--- config.mk ---
export PLATFORM = sky130hd
export DESIGN_NAME = irq_prio_ctrl
export DESIGN_NICKNAME = d
export VERILOG_FILES = /design/src/rtl/irq_prio_pkg.sv /design/src/rtl/irq_src_filter.sv /design/src/rtl/irq_winner_sel.sv /design/src/rtl/irq_nmi_latch.sv /design/src/rtl/irq_req_stage.sv /design/src/rtl/irq_prio_ctrl.sv
export SDC_FILE = /design/constraint.sdc
export NUM_CORES = 1
export LEC_CHECK = 0
export BUFFER_PORTS_ARGS = -buffer_cell sky130_fd_sc_hd__buf_2
export CORE_MARGIN = 1.5
export CORE_UTILIZATION = 45
export CTS_BUF_LIST = sky130_fd_sc_hd__clkbuf_8
export CTS_CLUSTER_DIAMETER = 120
export DETAILED_ROUTE_END_ITERATION = 12
export PLACE_DENSITY = 0.75
export SLEW_MARGIN = 20
export SYNTH_ARGS = -nofsm -noshare
export SYNTH_HDL_FRONTEND = slang
export SYNTH_SLANG_ARGS = --single-unit
--- constraint.sdc ---
create_clock -name clk -period 4.95 [get_ports clk]
set_input_delay 0.495 -clock clk [delete_from_list [all_inputs] [get_ports clk]]
set_output_delay 0.495 -clock clk [all_outputs]
set_load 0.02 [all_outputs]
--- src/rtl/irq_prio_pkg.sv ---
package irq_prio_pkg;

  localparam int unsigned LVL_W = 3;
  localparam logic [LVL_W-1:0] LVL_TOP = 3'd7;

  typedef enum logic [1:0] {
    MODE_FLAG  = 2'd0,
    MODE_ILL_A = 2'd1,
    MODE_LEVEL = 2'd2,
    MODE_ILL_B = 2'd3
  } mask_mode_e;

  // Odd codes are the illegal ones.
  function automatic logic mode_is_legal(input logic [1:0] m);
    return !m[0];
  endfunction

endpackage

--- src/rtl/irq_src_filter.sv ---
module irq_src_filter
  import irq_prio_pkg::*;
#(
  parameter int unsigned NUM_SRC = 12
) (
  input  logic [1:0]           mode_i,
  input  logic                 gmask_i,
  input  logic [LVL_W-1:0]     lvl_mask_i,
  input  logic [NUM_SRC-1:0]   irq_i,
  input  logic [NUM_SRC-1:0]   irq_en_i,
  input  logic [LVL_W*NUM_SRC-1:0] prio_i,
  output logic [NUM_SRC-1:0]   elig_o,
  output logic [LVL_W*NUM_SRC-1:0] eff_prio_o
);

  mask_mode_e mode;
  logic       flag_mode;
  logic       level_mode;

  assign mode       = mask_mode_e'(mode_i);
  assign flag_mode  = (mode == MODE_FLAG);
  assign level_mode = (mode == MODE_LEVEL);

  for (genvar g = 0; g < NUM_SRC; g++) begin : g_src
    logic [LVL_W-1:0] p;
    logic             live;
    logic             above;

    assign p     = prio_i[LVL_W*g +: LVL_W];
    assign live  = irq_i[g] & irq_en_i[g];
    assign above = (p > lvl_mask_i) || (p == LVL_TOP);

    // Flag scheme: only the global bit matters. Level scheme: compare priority.
    assign elig_o[g] = live & ((flag_mode & ~gmask_i) | (level_mode & above));

    // In the flag scheme all lines rank equally, so the index decides.
    assign eff_prio_o[LVL_W*g +: LVL_W] = level_mode ? p : '0;
  end

endmodule

--- src/rtl/irq_winner_sel.sv ---
module irq_winner_sel
  import irq_prio_pkg::*;
#(
  parameter int unsigned NUM_SRC  = 12,
  parameter int unsigned VEC_W    = 8,
  parameter int unsigned VEC_BASE = 80,
  parameter int unsigned NMI_VEC  = 7
) (
  input  logic [NUM_SRC-1:0]       elig_i,
  input  logic [LVL_W*NUM_SRC-1:0] eff_prio_i,
  input  logic                     nmi_req_i,
  output logic                     found_o,
  output logic                     is_nmi_o,
  output logic [VEC_W-1:0]         vec_o,
  output logic [LVL_W-1:0]         lvl_o
);

  localparam int unsigned IDX_W = (NUM_SRC > 1) ? $clog2(NUM_SRC) : 1;

  logic             any_mask;
  logic [LVL_W-1:0] best;
  logic [IDX_W-1:0] idx;

  // Scan from the top index down; ">=" lets a lower index take a tie.
  always_comb begin
    any_mask = 1'b0;
    best     = '0;
    idx      = '0;
    for (int i = NUM_SRC - 1; i >= 0; i--) begin
      if (elig_i[i] && (!any_mask || eff_prio_i[LVL_W*i +: LVL_W] >= best)) begin
        any_mask = 1'b1;
        best     = eff_prio_i[LVL_W*i +: LVL_W];
        idx      = IDX_W'(i);
      end
    end
  end

  always_comb begin
    found_o  = nmi_req_i | any_mask;
    is_nmi_o = nmi_req_i;
    if (nmi_req_i) begin
      vec_o = VEC_W'(NMI_VEC);
      lvl_o = LVL_TOP;
    end else begin
      vec_o = VEC_W'(VEC_BASE) + VEC_W'(idx);
      lvl_o = best;
    end
  end

endmodule

--- src/rtl/irq_nmi_latch.sv ---
module irq_nmi_latch (
  input  logic clk,
  input  logic rst_n,
  input  logic standby_i,
  input  logic nmi_i,
  input  logic taken_i,
  output logic nmi_req_o
);

  logic nmi_q;
  logic pend_q;
  logic rise;

  assign rise      = nmi_i & ~nmi_q;
  assign nmi_req_o = ~standby_i & (pend_q | rise);

  always_ff @(posedge clk or negedge rst_n) begin
    if (!rst_n) begin
      nmi_q  <= 1'b0;
      pend_q <= 1'b0;
    end else begin
      nmi_q <= nmi_i;
      if (standby_i) begin
        pend_q <= 1'b0;
      end else begin
        // A fresh edge survives an acknowledge of the previous one.
        pend_q <= rise | (pend_q & ~taken_i);
      end
    end
  end

endmodule

--- src/rtl/irq_req_stage.sv ---
module irq_req_stage
  import irq_prio_pkg::*;
#(
  parameter int unsigned VEC_W  = 8,
  parameter int unsigned ADDR_W = 16
) (
  input  logic              clk,
  input  logic              rst_n,
  input  logic              standby_i,
  input  logic              found_i,
  input  logic              is_nmi_i,
  input  logic [VEC_W-1:0]  vec_i,
  input  logic [LVL_W-1:0]  lvl_i,
  input  logic              ready_i,
  output logic              valid_o,
  output logic [VEC_W-1:0]  vec_o,
  output logic [ADDR_W-1:0] addr_o,
  output logic              grant_valid_o,
  output logic [LVL_W-1:0]  grant_lvl_o,
  output logic              nmi_taken_o
);

  logic             valid_q;
  logic [LVL_W-1:0] held_lvl_q;
  logic             held_nmi_q;
  logic             xfer;

  assign xfer        = valid_q & ready_i;
  assign nmi_taken_o = xfer & held_nmi_q;
  assign valid_o     = valid_q;

  always_ff @(posedge clk or negedge rst_n) begin
    if (!rst_n) begin
      valid_q       <= 1'b0;
      vec_o         <= '0;
      addr_o        <= '0;
      held_lvl_q    <= '0;
      held_nmi_q    <= 1'b0;
      grant_valid_o <= 1'b0;
      grant_lvl_o   <= '0;
    end else if (standby_i) begin
      valid_q       <= 1'b0;
      grant_valid_o <= 1'b0;
    end else begin
      grant_valid_o <= xfer;
      if (xfer) begin
        grant_lvl_o <= held_lvl_q;
      end
      if (valid_q) begin
        // Hold everything until the core takes it.
        if (ready_i) begin
          valid_q <= 1'b0;
        end
      end else if (found_i) begin
        valid_q    <= 1'b1;
        vec_o      <= vec_i;
        addr_o     <= ADDR_W'({vec_i, 2'b00});
        held_lvl_q <= lvl_i;
        held_nmi_q <= is_nmi_i;
      end
    end
  end

endmodule

--- src/rtl/irq_prio_ctrl.sv ---
module irq_prio_ctrl
  import irq_prio_pkg::*;
#(
  parameter int unsigned NUM_SRC  = 12,
  parameter int unsigned VEC_W    = 8,
  parameter int unsigned ADDR_W   = 16,
  parameter int unsigned VEC_BASE = 80,
  parameter int unsigned NMI_VEC  = 7
) (
  input  logic                     clk,
  input  logic                     rst_n,
  input  logic                     standby_i,
  input  logic [1:0]               mode_i,
  input  logic                     gmask_i,
  input  logic [2:0]               lvl_mask_i,
  input  logic                     nmi_i,
  input  logic [NUM_SRC-1:0]       irq_i,
  input  logic [NUM_SRC-1:0]       irq_en_i,
  input  logic [3*NUM_SRC-1:0]     prio_i,
  output logic                     req_valid_o,
  input  logic                     req_ready_i,
  output logic [VEC_W-1:0]         req_vec_o,
  output logic [ADDR_W-1:0]        req_addr_o,
  output logic                     grant_valid_o,
  output logic [2:0]               grant_lvl_o,
  output logic                     mode_err_o
);

  logic [NUM_SRC-1:0]       elig;
  logic [LVL_W*NUM_SRC-1:0] eff_prio;
  logic                     nmi_req;
  logic                     nmi_taken;
  logic                     win_found;
  logic                     win_nmi;
  logic [VEC_W-1:0]         win_vec;
  logic [LVL_W-1:0]         win_lvl;

  irq_src_filter #(.NUM_SRC(NUM_SRC)) u_filter (
    .mode_i     (mode_i),
    .gmask_i    (gmask_i),
    .lvl_mask_i (lvl_mask_i),
    .irq_i      (irq_i),
    .irq_en_i   (irq_en_i),
    .prio_i     (prio_i),
    .elig_o     (elig),
    .eff_prio_o (eff_prio)
  );

  irq_nmi_latch u_nmi (
    .clk       (clk),
    .rst_n     (rst_n),
    .standby_i (standby_i),
    .nmi_i     (nmi_i),
    .taken_i   (nmi_taken),
    .nmi_req_o (nmi_req)
  );

  irq_winner_sel #(
    .NUM_SRC  (NUM_SRC),
    .VEC_W    (VEC_W),
    .VEC_BASE (VEC_BASE),
    .NMI_VEC  (NMI_VEC)
  ) u_sel (
    .elig_i     (elig),
    .eff_prio_i (eff_prio),
    .nmi_req_i  (nmi_req),
    .found_o    (win_found),
    .is_nmi_o   (win_nmi),
    .vec_o      (win_vec),
    .lvl_o      (win_lvl)
  );

  irq_req_stage #(.VEC_W(VEC_W), .ADDR_W(ADDR_W)) u_stage (
    .clk           (clk),
    .rst_n         (rst_n),
    .standby_i     (standby_i),
    .found_i       (win_found),
    .is_nmi_i      (win_nmi),
    .vec_i         (win_vec),
    .lvl_i         (win_lvl),
    .ready_i       (req_ready_i),
    .valid_o       (req_valid_o),
    .vec_o         (req_vec_o),
    .addr_o        (req_addr_o),
    .grant_valid_o (grant_valid_o),
    .grant_lvl_o   (grant_lvl_o),
    .nmi_taken_o   (nmi_taken)
  );

  always_ff @(posedge clk or negedge rst_n) begin
    if (!rst_n) begin
      mode_err_o <= 1'b0;
    end else if (!mode_is_legal(mode_i)) begin
      mode_err_o <= 1'b1;
    end
  end

endmodule

==> key figures <==
Setup path
  • Reg2reg end: u_stage.held_lvl_q[0]
  • Critical path type: in2reg
  • CP required: 5.13 ns
  • Crit path largest cell delay: 0.42 ns
  • Reg-to-reg setup timing slack: 2.79 ns
  • Slowest CP cell: or3_4
  • Crit path from: lvl_mask_i[2]
  • Crit. End Element: register
  • Worst path arrival time: 15.41 ns
  • Cell mode on critical path: a21oi_2
  • Critical Path Start Type: input port
  • Reg2Reg Depth: 6
  • Critical R2R Launch: u_nmi.pend_q
  • Critical path peak fanout: 7

Floorplan
  • Die H: 97.2 um
  • Initial core utilization: 46.2%
  • Die Wd: 97.2 um
  • Row Count: 34
  • Die Area: 9440 um^2
  • # IOs: 101
  • Core area: 8640 um^2

Synthesis
  • Synth top area share: 21.6%
  • Cell taking the most area after synthesis: ha_1
  • Syn_area_per_cell: 8.11 um^2
  • Netlist cell types: 80
  • Main synth FF type: dfrtp_1
  • Yosys Warn Count: 0
  • Top area cells in the synthesized netlist: ha_1, dfrtp_1, a21oi_1
  • Synth Cell Area: 3990 um^2
  • Sequential cell area fraction in the yosys report: 10.7%
  • Cell count after synthesis: 492
  • Async SR Flop Fraction: 100%
  • Post-synth EDFFs: 0
  • #FFs+latches synth: 17

Timing
  • Fin Hold WS: 0.147 ns
  • Final Hold Viols: 0
  • Fin. max-slew vios: 0
  • Worst slew pin tran: 0.562 ns
  • Final setup viols: 7
  • Period utilisation layout: 308%
  • Fmax: 65.7 MHz
  • Fin crit period: 15.22 ns
  • RSZ-0062 raised after global routing: yes
  • Skew final: 0.000670 ns
  • Setup TNS: -71.26 ns
  • Final worst slack: -10.27 ns
  • Slew headroom: 62.5%

Global route
  • Grt total ovfl: 0
  • Initial antenna violation count: 0
  • Global-route wire length before repair: 22.0 mm
  • Largest net degree at the start of global routing: 23
  • Met2 Use GR: 52.8%
  • Grt met3 use: 2.16%
  • GR Util met1: 30.9%
  • Total Routing Usage GR: 27.8%
  • Busiest grt layer: met2
  • Vias in the first global route: 4,946

CTS
  • Hold_buf cts: 0
  • Clock transition at the registers of the reported paths: 0.06 ns
  • Clk Latency, worst-skew pair: 0.25 ns
  • Clk sinks: 17
  • Clock tree from TritonCTS: yes
  • Num CTS Buffers: 3
  • H-tree levels: 1
  • CTS Root Cell: clkbuf_8
  • Max clock buf depth: 2

Final layout
  • Area growth syn-to-layout: 51.7%
  • Share of cells above drive strength 1: 50.5%
  • Post-route cell area: 6050 um^2
  • Most frequent cells in the layout: buf_4, buf_2, ha_1
  • # fillers: 658
  • Commonest non-fill, non-tap cell in the layout: buf_4
  • Nets: 854
  • Ant diodes: 0
  • Finished Layout Cells: 821
  • Reg area: 425 um^2
  • Multi-input gate area: 3680 um^2

Detailed routing
  • Vias per inst: 5.93
  • DR iter-0 viols: 232
  • # DRC: 0
  • 1st-pass router iterations: 5
  • Vias: 4,865
  • Final wirelength: 14.6 mm
  • Routed Antenna Nets: 0
  • Per-cell routed wire length: 17.8 um

Pwr
  • Power Density: 174 nW/um^2
  • P_leak: 3.00 nW
  • Maximum VDD drop: 0.145 mV

Run status
  • Status: complete, but fails checks
  • Violated checks: negative setup slack

Worst hold path
  • Tightest Hold Check Type: in2async

Placed design
  • Port buffer count: 88
  • Worst slack, placed: -10.72 ns
  • Placed cell area: 5480 um^2
  • GPL Wtd Cong: 0.929
  • Placed instance count: 788
  • HPWL after DPL: 10.3 mm

Flow run
  • Max Cap Viol: 0
==> worst max-delay path, delay by kind of cell <==
| kind | cells | cell delay, ns |
|---|---|---|
| buffers and inverters | 13 | 1.46 |
| adder cells (fa/ha/maj) | 12 | 3.27 |
| AND/OR/NAND/NOR | 27 | 3.59 |
| AO/OA/AOI/OAI | 43 | 6.48 |
==> power breakdown <==
part	leakage [nW]	switching [mW]	internal, mW
Sequential	0.199	0.0258	0.184
Combinational	2.77	0.401	0.342
Clock	0.0269	0.0460	0.0551
Total	3.00	0.473	0.581
==> cell type report <==
type,count,area share (%)
clock buffers,3,0.682
multi-input cells,418,60.7
repair buffers,243,27.2
inverters,31,2.05
clock inverters,1,0.0620
well taps,108,2.23
flip-flops and latches,17,7.03
==> sequential cells by signal, indices dropped and copies added, names as in the netlist <==
| signal | cells |
|---|---|
| u_stage.vec_o | 5 |
| u_stage.grant_lvl_o | 3 |
| u_stage.held_lvl_q | 3 |
| mode_err_o | 1 |
| u_nmi.nmi_q | 1 |
| u_nmi.pend_q | 1 |
| u_stage.grant_valid_o | 1 |
| u_stage.held_nmi_q | 1 |
| u_stage.valid_o | 1 |
==> worst max path at each step <==
stage	end	slack, ns
2_1_floorplan	u_stage.held_lvl_q[2]	-10.25
3_3_place_gp	u_stage.held_lvl_q[0]	-10.17
3_5_place_dp	u_stage.held_lvl_q[2]	-10.72
4_1_cts	u_stage.held_lvl_q[2]	-9.86
5_1_grt	u_stage.held_lvl_q[0]	-11.13
6_report	u_stage.held_lvl_q[2]	-10.27
==> layer usage <==
metal / vias up / wire, um
met1: 2297 / 5370
li1: 2231 / -
met4: 0 / 879
met5: - / 0
met3: 86 / 878
met2: 251 / 7460
==> synth_stat cells (2+ instances only) <==
master / instances
nand2b_1: 15
buf_4: 22
buf_2: 8
nor3_1: 7
a221oi_4: 2
and3_1: 5
nand4_1: 13
a211oi_2: 6
ha_1: 69
nand3b_1: 6
o211ai_1: 6
o21a_1: 7
mux2i_1: 2
o21ai_0: 20
a31oi_1: 4
a211oi_1: 9
a32oi_1: 2
o211a_1: 3
a21oi_2: 2
o22ai_1: 2
a2111oi_2: 2
a21oi_1: 42
inv_1: 30
o21ai_1: 2
o221ai_2: 2
dfrtp_1: 17
nor2b_1: 14
buf_6: 3
a221oi_2: 3
nor2_1: 18
clkbuf_1: 3
or2_1: 2
and2_1: 25
nand2_1: 45
nand4b_1: 2
nor2_2: 2
nand3_1: 9
or2_2: 6
o31ai_1: 4
a21o_1: 11
==> what timing repair did <==
item,CTS,global route
buffers inserted,20,10
resized for setup,37,23
endpoints found under the setup margin,7,7
pin swaps,27,23
==> through the flow <==
| stage | util (%) | total power, mW |
|---|---|---|
| finish | 70.1 | 1.05 |
| global route | 70.1 | 1.12 |
| detailed placement | 63.4 | 0.857 |
| global placement | 63.4 | 0.828 |
| CTS | 67.8 | 1.01 |
| floorplan | - | 0.643 |
==> cell families (layout without fill, tap and decap cells) <==
group / after synthesis / count (layout) / synth area share, %
AO/OA/AOI/OAI: 153 / 153 / 31.9
adder cells (fa/ha/maj): 69 / 69 / 21.6
buffers and inverters: 68 / 278 / 9.28
flip-flops: 17 / 17 / 10.7
multiplexers: 3 / 3 / 0.784
other: 1 / 12 / 0.0940
AND/OR/NAND/NOR: 181 / 181 / 25.6
Power figures use the tool's default switching activity.
